===== config.mk =====
export PLATFORM = sky130hd
export DESIGN_NAME = gsdram_cmd_tracker
export DESIGN_NICKNAME = d
export VERILOG_FILES = /design/src/rtl/gcmd_pkg.sv /design/src/rtl/gcmd_pin_decode.sv /design/src/rtl/gcmd_exit_window.sv /design/src/rtl/gcmd_power_ctl.sv /design/src/rtl/gcmd_field_extract.sv /design/src/rtl/gsdram_cmd_tracker.sv
export SDC_FILE = /design/constraint.sdc
export NUM_CORES = 1
export LEC_CHECK = 0
export BUFFER_PORTS_ARGS = -buffer_cell sky130_fd_sc_hd__buf_2
export CAP_MARGIN = 20
export CORE_AREA = 2 2 78 80
export DETAILED_ROUTE_END_ITERATION = 7
export DIE_AREA = 0 0 80 82
export HOLD_SLACK_MARGIN = 0.05
export SETUP_SLACK_MARGIN = 0.5
export SLEW_MARGIN = 10
export SYNTH_ARGS = -nofsm -noshare
export SYNTH_HDL_FRONTEND = slang
export SYNTH_SLANG_ARGS = --single-unit
export TNS_END_PERCENT = 1

===== constraint.sdc =====
create_clock -name clk -period 3 [get_ports clk]
set_input_delay 0.15 -clock clk [delete_from_list [all_inputs] [get_ports clk]]
set_output_delay 0.15 -clock clk [all_outputs]
set_load 0.02 [all_outputs]

===== src/rtl/gcmd_pkg.sv =====
package gcmd_pkg;

  typedef enum logic [4:0] {
    CMD_DESEL = 5'd0,
    CMD_NOP   = 5'd1,
    CMD_TDIS  = 5'd2,
    CMD_MRS   = 5'd3,
    CMD_EMRS  = 5'd4,
    CMD_ACT   = 5'd5,
    CMD_RD    = 5'd6,
    CMD_RDA   = 5'd7,
    CMD_WR    = 5'd8,
    CMD_WRA   = 5'd9,
    CMD_PRE   = 5'd10,
    CMD_PREA  = 5'd11,
    CMD_AREF  = 5'd12,
    CMD_PDEN  = 5'd13,
    CMD_PDEX  = 5'd14,
    CMD_SREN  = 5'd15,
    CMD_SREX  = 5'd16,
    CMD_HOLD  = 5'd17,
    CMD_ILL   = 5'd18
  } cmd_e;

  typedef enum logic [1:0] {
    PS_ACT  = 2'd0,
    PS_PDN  = 2'd1,
    PS_SREF = 2'd2
  } pstate_e;

endpackage


===== src/rtl/gcmd_pin_decode.sv =====
module gcmd_pin_decode
  import gcmd_pkg::*;
(
  input  logic cs_n,
  input  logic ras_n,
  input  logic cas_n,
  input  logic we_n,
  input  logic mode_sel,
  input  logic mode_rsv,
  input  logic ap_bit,
  output cmd_e pin_cmd
);

  always_comb begin
    pin_cmd = CMD_ILL;
    if (cs_n) begin
      pin_cmd = (ras_n && cas_n && !we_n) ? CMD_TDIS : CMD_DESEL;
    end else begin
      unique case ({ras_n, cas_n, we_n})
        3'b111: pin_cmd = CMD_NOP;
        3'b011: pin_cmd = CMD_ACT;
        3'b101: pin_cmd = ap_bit ? CMD_RDA : CMD_RD;
        3'b100: pin_cmd = ap_bit ? CMD_WRA : CMD_WR;
        3'b010: pin_cmd = ap_bit ? CMD_PREA : CMD_PRE;
        3'b001: pin_cmd = CMD_AREF;
        3'b000: pin_cmd = mode_rsv ? CMD_ILL : (mode_sel ? CMD_EMRS : CMD_MRS);
        default: pin_cmd = CMD_ILL;
      endcase
    end
  end

endmodule


===== src/rtl/gcmd_exit_window.sv =====
module gcmd_exit_window #(
  parameter int CNT_W = 4
) (
  input  logic             clk,
  input  logic             rst,
  input  logic             load,
  input  logic [CNT_W-1:0] load_val,
  output logic             busy
);

  logic [CNT_W-1:0] cnt_q;

  always_ff @(posedge clk) begin
    if (rst) begin
      cnt_q <= '0;
    end else if (load) begin
      cnt_q <= load_val;
    end else if (cnt_q != '0) begin
      cnt_q <= cnt_q - CNT_W'(1);
    end
  end

  assign busy = (cnt_q != '0);

  a_r10_window_reload: assert property (@(posedge clk) disable iff (rst)
    load |=> (cnt_q == $past(load_val)));

  a_r10_window_tick: assert property (@(posedge clk) disable iff (rst)
    (!load && busy) |=> (cnt_q == $past(cnt_q) - CNT_W'(1)));

endmodule


===== src/rtl/gcmd_power_ctl.sv =====
module gcmd_power_ctl
  import gcmd_pkg::*;
#(
  parameter int T_XPN = 3,
  parameter int T_XSC = 5,
  parameter int CNT_W = 3
) (
  input  logic             clk,
  input  logic             rst,
  input  logic             cke_prev,
  input  logic             cke,
  input  cmd_e             pin_cmd,
  input  logic             win_busy,
  output cmd_e             nxt_cmd,
  output logic             nxt_ill,
  output pstate_e          pstate,
  output logic             win_load,
  output logic [CNT_W-1:0] win_val
);

  pstate_e st_q, st_d;
  cmd_e    entry_cmd;
  logic    is_idle;

  assign is_idle = (pin_cmd == CMD_NOP) || (pin_cmd == CMD_DESEL);

  always_comb begin
    if (is_idle)                    entry_cmd = CMD_PDEN;
    else if (pin_cmd == CMD_AREF)   entry_cmd = CMD_SREN;
    else                            entry_cmd = CMD_ILL;
  end

  always_comb begin
    nxt_cmd  = pin_cmd;
    nxt_ill  = 1'b0;
    st_d     = st_q;
    win_load = 1'b0;
    win_val  = CNT_W'(T_XPN);
    unique case ({cke_prev, cke})
      2'b11: begin
        nxt_ill = (pin_cmd == CMD_ILL) || (win_busy && !is_idle);
      end
      2'b10: begin
        nxt_cmd = entry_cmd;
        if (entry_cmd == CMD_ILL || st_q != PS_ACT) begin
          nxt_cmd = CMD_ILL;
          nxt_ill = 1'b1;
        end else if (win_busy) begin
          nxt_ill = 1'b1;
        end else begin
          st_d = (entry_cmd == CMD_PDEN) ? PS_PDN : PS_SREF;
        end
      end
      2'b00: begin
        if (pin_cmd == CMD_TDIS && st_q != PS_ACT) nxt_ill = 1'b1;
        else                                        nxt_cmd = CMD_HOLD;
      end
      default: begin
        unique case (st_q)
          PS_PDN: begin
            nxt_cmd  = CMD_PDEX;
            win_load = 1'b1;
            st_d     = PS_ACT;
          end
          PS_SREF: begin
            nxt_cmd  = CMD_SREX;
            win_load = 1'b1;
            win_val  = CNT_W'(T_XSC);
            st_d     = PS_ACT;
          end
          default: begin
            nxt_cmd = CMD_ILL;
            nxt_ill = 1'b1;
          end
        endcase
      end
    endcase
  end

  always_ff @(posedge clk) begin
    if (rst) st_q <= PS_ACT;
    else     st_q <= st_d;
  end

  assign pstate = st_q;

  a_r8_illegal_keeps_state: assert property (@(posedge clk) disable iff (rst)
    nxt_ill |=> (st_q == $past(st_q)));

  a_r9_wake_opens_window: assert property (@(posedge clk) disable iff (rst)
    (!cke_prev && cke && st_q != PS_ACT) |=> win_busy);

endmodule


===== src/rtl/gcmd_field_extract.sv =====
module gcmd_field_extract
  import gcmd_pkg::*;
#(
  parameter int ADDR_W  = 12,
  parameter int BA_W    = 2,
  parameter int COL_LO  = 2,
  parameter int COL_HI  = 7,
  parameter int COL_TOP = 9
) (
  input  cmd_e              cmd,
  input  logic [BA_W-1:0]   ba,
  input  logic [ADDR_W-1:0] addr,
  output logic [BA_W-1:0]   bank,
  output logic [ADDR_W-1:0] addr_f,
  output logic              ap
);

  localparam int COL_W = COL_HI - COL_LO + 2;

  logic [COL_W-1:0] col;
  logic             is_rw;

  assign col   = {addr[COL_TOP], addr[COL_HI:COL_LO]};
  assign is_rw = (cmd == CMD_RD) || (cmd == CMD_RDA) ||
                 (cmd == CMD_WR) || (cmd == CMD_WRA);

  always_comb begin
    bank   = '0;
    addr_f = '0;
    ap     = (cmd == CMD_RDA) || (cmd == CMD_WRA);
    if (cmd == CMD_ACT) begin
      bank   = ba;
      addr_f = addr;
    end else if (is_rw) begin
      bank   = ba;
      addr_f = ADDR_W'(col);
    end else if (cmd == CMD_PRE) begin
      bank   = ba;
    end
  end

endmodule


===== src/rtl/gsdram_cmd_tracker.sv =====
module gsdram_cmd_tracker
  import gcmd_pkg::*;
#(
  parameter int ADDR_W = 12,
  parameter int BA_W   = 2,
  parameter int AP_BIT = 8,
  parameter int T_XPN  = 3,
  parameter int T_XSC  = 5
) (
  input  logic              clk,
  input  logic              rst,
  input  logic              cke,
  input  logic              cs_n,
  input  logic              ras_n,
  input  logic              cas_n,
  input  logic              we_n,
  input  logic [BA_W-1:0]   ba,
  input  logic [ADDR_W-1:0] addr,
  output logic [4:0]        cmd_o,
  output logic [BA_W-1:0]   bank_o,
  output logic [ADDR_W-1:0] addr_o,
  output logic              ap_o,
  output logic [1:0]        pstate_o,
  output logic              illegal_o
);

  localparam int T_MAX = (T_XPN > T_XSC) ? T_XPN : T_XSC;
  localparam int CNT_W = $clog2(T_MAX + 1);

  logic              cke_prev;
  cmd_e              pin_cmd, nxt_cmd;
  logic              nxt_ill, win_busy, win_load;
  logic [CNT_W-1:0]  win_val;
  pstate_e           pstate;
  logic [BA_W-1:0]   bank_d;
  logic [ADDR_W-1:0] addr_d;
  logic              ap_d;

  gcmd_pin_decode u_pins (
    .cs_n     (cs_n),
    .ras_n    (ras_n),
    .cas_n    (cas_n),
    .we_n     (we_n),
    .mode_sel (ba[0]),
    .mode_rsv (ba[BA_W-1]),
    .ap_bit   (addr[AP_BIT]),
    .pin_cmd  (pin_cmd)
  );

  gcmd_power_ctl #(.T_XPN(T_XPN), .T_XSC(T_XSC), .CNT_W(CNT_W)) u_pwr (
    .clk      (clk),
    .rst      (rst),
    .cke_prev (cke_prev),
    .cke      (cke),
    .pin_cmd  (pin_cmd),
    .win_busy (win_busy),
    .nxt_cmd  (nxt_cmd),
    .nxt_ill  (nxt_ill),
    .pstate   (pstate),
    .win_load (win_load),
    .win_val  (win_val)
  );

  gcmd_exit_window #(.CNT_W(CNT_W)) u_win (
    .clk      (clk),
    .rst      (rst),
    .load     (win_load),
    .load_val (win_val),
    .busy     (win_busy)
  );

  gcmd_field_extract #(.ADDR_W(ADDR_W), .BA_W(BA_W)) u_fld (
    .cmd    (nxt_cmd),
    .ba     (ba),
    .addr   (addr),
    .bank   (bank_d),
    .addr_f (addr_d),
    .ap     (ap_d)
  );

  always_ff @(posedge clk) begin
    if (rst) begin
      cke_prev  <= 1'b1;
      cmd_o     <= CMD_DESEL;
      bank_o    <= '0;
      addr_o    <= '0;
      ap_o      <= 1'b0;
      illegal_o <= 1'b0;
    end else begin
      cke_prev  <= cke;
      cmd_o     <= nxt_cmd;
      bank_o    <= bank_d;
      addr_o    <= addr_d;
      ap_o      <= ap_d;
      illegal_o <= nxt_ill;
    end
  end

  assign pstate_o = pstate;

  a_r1_reset_state: assert property (@(posedge clk)
    rst |=> (cmd_o == CMD_DESEL && pstate_o == 2'd0 && !illegal_o));

  a_r4_ap_only_rw: assert property (@(posedge clk) disable iff (rst)
    ap_o |-> (cmd_o == CMD_RDA || cmd_o == CMD_WRA));

  a_r6_pden_state: assert property (@(posedge clk) disable iff (rst)
    (cmd_o == CMD_PDEN && !illegal_o) |-> (pstate_o == PS_PDN));

  a_r7_sren_state: assert property (@(posedge clk) disable iff (rst)
    (cmd_o == CMD_SREN && !illegal_o) |-> (pstate_o == PS_SREF));

  a_r9_wake_active: assert property (@(posedge clk) disable iff (rst)
    (cmd_o == CMD_PDEX || cmd_o == CMD_SREX) |-> (pstate_o == PS_ACT && !illegal_o));

  a_r12_ill_flagged: assert property (@(posedge clk) disable iff (rst)
    (cmd_o == CMD_ILL) |-> illegal_o);

  a_r13_hold_stable: assert property (@(posedge clk) disable iff (rst)
    (cmd_o == CMD_HOLD) |-> $stable(pstate_o));

endmodule


==> run metrics <==
Worst Hold Class=input port to flip-flop; Setup crit end kind=flip-flop; PortBufs=43; leading area contributor after synthesis=dfxtp_1; final non-filler cell area=2096 um2; Yosys reg bits=27; Ant. Diodes=0; status=finished, final reports clean; TritonCTS Buffers=3; largest net degree at the start of global routing=23; Worst EP arrival=2.87 ns; peak supply drop=0.0001807 V; Comb pwr share=35.8%; worst slew pin tran=0.4717 ns; Clock Power Share=22.5%; Hold Path Sink=addr_o[11]$_SDFF_PP0_; clk buf depth=2; min cycle time layout=2.699 ns; switch share=34.06%; Rows=28; area of the multi-input gates=1096 um2; hold depth=2; Tot GR Track Use=13.80%; Setup CP Type=flip-flop to flip-flop; Cell Area, Placed=1997 um2; Mapped Cells=197; Post-synth ARST share=0%; Reg area=548.0 um2; top_reg_cell synth=dfxtp_1; count of different cell masters after synthesis=54; die height=82 um; proportion of layout cells with a drive suffix above 1=30.71%; Sink Count=27; syn avg cell area=8.498 um2; WL/cell=13.85 um; Fin Setup TNS=0 ns; Achievable Freq=370.6 MHz; initial antenna violation count=0; Critical Path RT=3.17 ns; synthesized area=1674 um2; count leader, synth=dfxtp_1; first-pass GRT wire length=7224 um; total routed wirelength=4376 um; worst r2r path cells=9; Setup Skew=0.008159 ns; # nets final=274; drt first pass iters=4; unrepaired setup endpoints after global routing=yes; CTS clk-pin slew, worst paths=0.10 ns; fin crit share=89.95%; Max Cap Viol=0; Post-Syn Nets=229; Final Core Density=36.48%; power share of the sequential group=41.8%; global route total overflow=0; post-synth top area share=32.29%; Commonest cells post-synth=dfxtp_1, nand2_1, nor2_1; Crit Reg-Reg Startpoint=u_pwr.pstate[0]$_SDFFE_PP0P_; starting DRC count in detailed routing=124; Post-synth EDFFs=0; # IOs=44; via-per-instance ratio=5.177; slew margin rel.=68.37%; sequential area share after synthesis=32.29%; via count=1636; Root Driver=clkbuf_8; Final Hold Fails=0; DRT antenna net count=0; CTS tree=done; Die W=80 um; P_int=0.6311 mW; H-tree Lvls=1; CTS Hold Bufs=0; FF-to-FF End=addr_o[0]$_SDFF_PP0_; fin. max-slew vios=0; Leakage=0.9102 nW; Finish-stage setup viols=0; Worst-Skew Late Latency=0.28 ns; startpoint types=flip-flop; PwrDens=456.7 nW/um2; core region area=5746 um2; DP HPWL=3299 um; dominant cells by area after synthesis=dfxtp_1, ha_1, nand2_1; yosys warns=0; number of remaining DRC errors=0; vias in the first global route=1596; setup slack, reg-to-reg=0.30 ns; CP max FO=7; gpl congestion=0.8627; Psw=0.3261 mW; full die area=6560 um2; Initial Util=29.14%; Hold Crit Start=addr[11]; filler instances=617; area delta synth->final=25.19%
registers in the layout, summed over array words and instances, names as in the netlist:
| signal | cells |
|---|---|
| addr_o | 12 |
| ap_o | 1 |
| bank_o | 2 |
| cke_prev | 1 |
| cmd_o | 5 |
| illegal_o | 1 |
| u_pwr.pstate | 2 |
| u_win.cnt_q | 3 |
worst max path at each step:
stage / cells after the start / end / startpoint
after global routing: 9 / addr_o[0]$_SDFF_PP0_ / u_pwr.pstate[0]$_SDFFE_PP0P_
after detailed placement: 9 / addr_o[1]$_SDFF_PP0_ / u_pwr.pstate[1]$_SDFFE_PP0P_
after floorplan: 10 / addr_o[0]$_SDFF_PP0_ / u_pwr.pstate[1]$_SDFFE_PP0P_
after global placement: 9 / addr_o[0]$_SDFF_PP0_ / u_pwr.pstate[1]$_SDFFE_PP0P_
final: 9 / addr_o[0]$_SDFF_PP0_ / u_pwr.pstate[0]$_SDFFE_PP0P_
after CTS: 9 / addr_o[0]$_SDFF_PP0_ / u_pwr.pstate[1]$_SDFFE_PP0P_
timing repair:
action | 4_1_cts | 5_1_grt
pin swaps | 1 | 1
buffers inserted | 4 | 0
hold endpoints to repair | 0 | 0
gates resized for setup | 2 | 1
endpoints found under the setup margin | 14 | 14
cells in the final DEF, fill, tap and decap left out, types with 3 or more instances in the layout:
cell type / n
inv_1: 10
nor3_1: 5
nand2_1: 17
a22oi_1: 5
o311ai_1: 3
a31oi_1: 5
o21ai_0: 6
dfxtp_1: 25
buf_2: 43
clkbuf_8: 3
buf_4: 6
inv_4: 3
nand2b_1: 6
nor2_1: 13
nor2b_1: 4
and2_1: 8
a21oi_1: 11
a21boi_0: 3
ha_1: 10
metrics by stage:
| stage | setup slack, ns | cells | hold slack (ns) | total power, mW |
|---|---|---|---|---|
| floorplan | 0.3382 | 197 | 0.2566 | 0.6471 |
| global placement | 0.3265 | 308 | 0.3546 | 0.7333 |
| detailed placement | 0.2849 | 308 | 0.3555 | 0.7403 |
| CTS | 0.3201 | 316 | 0.06624 | 0.9672 |
| global route | 0.2513 | 316 | 0.06590 | 1.024 |
| finish | 0.3015 | 316 | 0.07042 | 0.9571 |
metal layers:
metal / global-route usage (%) / vias up / part of all wire (%)
li1: - / 811 / -
met3: 2.747 / 6 / 7.3
met5: 0 / - / 0
met1: 16.48 / 757 / 44
met4: 5.254 / 0 / 1.3
met2: 24.42 / 62 / 48
cells by family after synthesis:
kind of cell,share of synthesized area [%]
xor+xnor,1.047
flops,32.29
simple gates,23.92
fa+ha+maj,8.221
compound gates,27.95
buf+inv,5.380
mux,1.196
layout make-up:
class,count,area share (%)
repair buffers,49,12.42
clock buffers,3,1.970
well taps,75,4.478
multi-input cells,149,52.30
clock inverters,1,0.2985
inverters,12,2.388
flip-flops and latches,27,26.15
power by group through the flow:
stage | clock network (mW) | registers, mW | logic [mW]
after floorplan | 0 | 0.423 | 0.224
after global placement | 0 | 0.409 | 0.324
after detailed placement | 0 | 0.410 | 0.331
after CTS | 0.225 | 0.400 | 0.343
after global routing | 0.240 | 0.404 | 0.380
final | 0.215 | 0.400 | 0.342
critical path, cell delays in order, from the launching register on:
cell and delay (ns):
dfxtp_4 0.37, inv_4 0.04, ha_4 0.16, or4_4 0.47
a2bb2oi_2 0.16, a311o_1 0.30, o221a_4 0.25, o21ba_4 0.22
or3_4 0.39, a32o_1 0.22
Note: power is estimated with default switching activity, not from simulation.
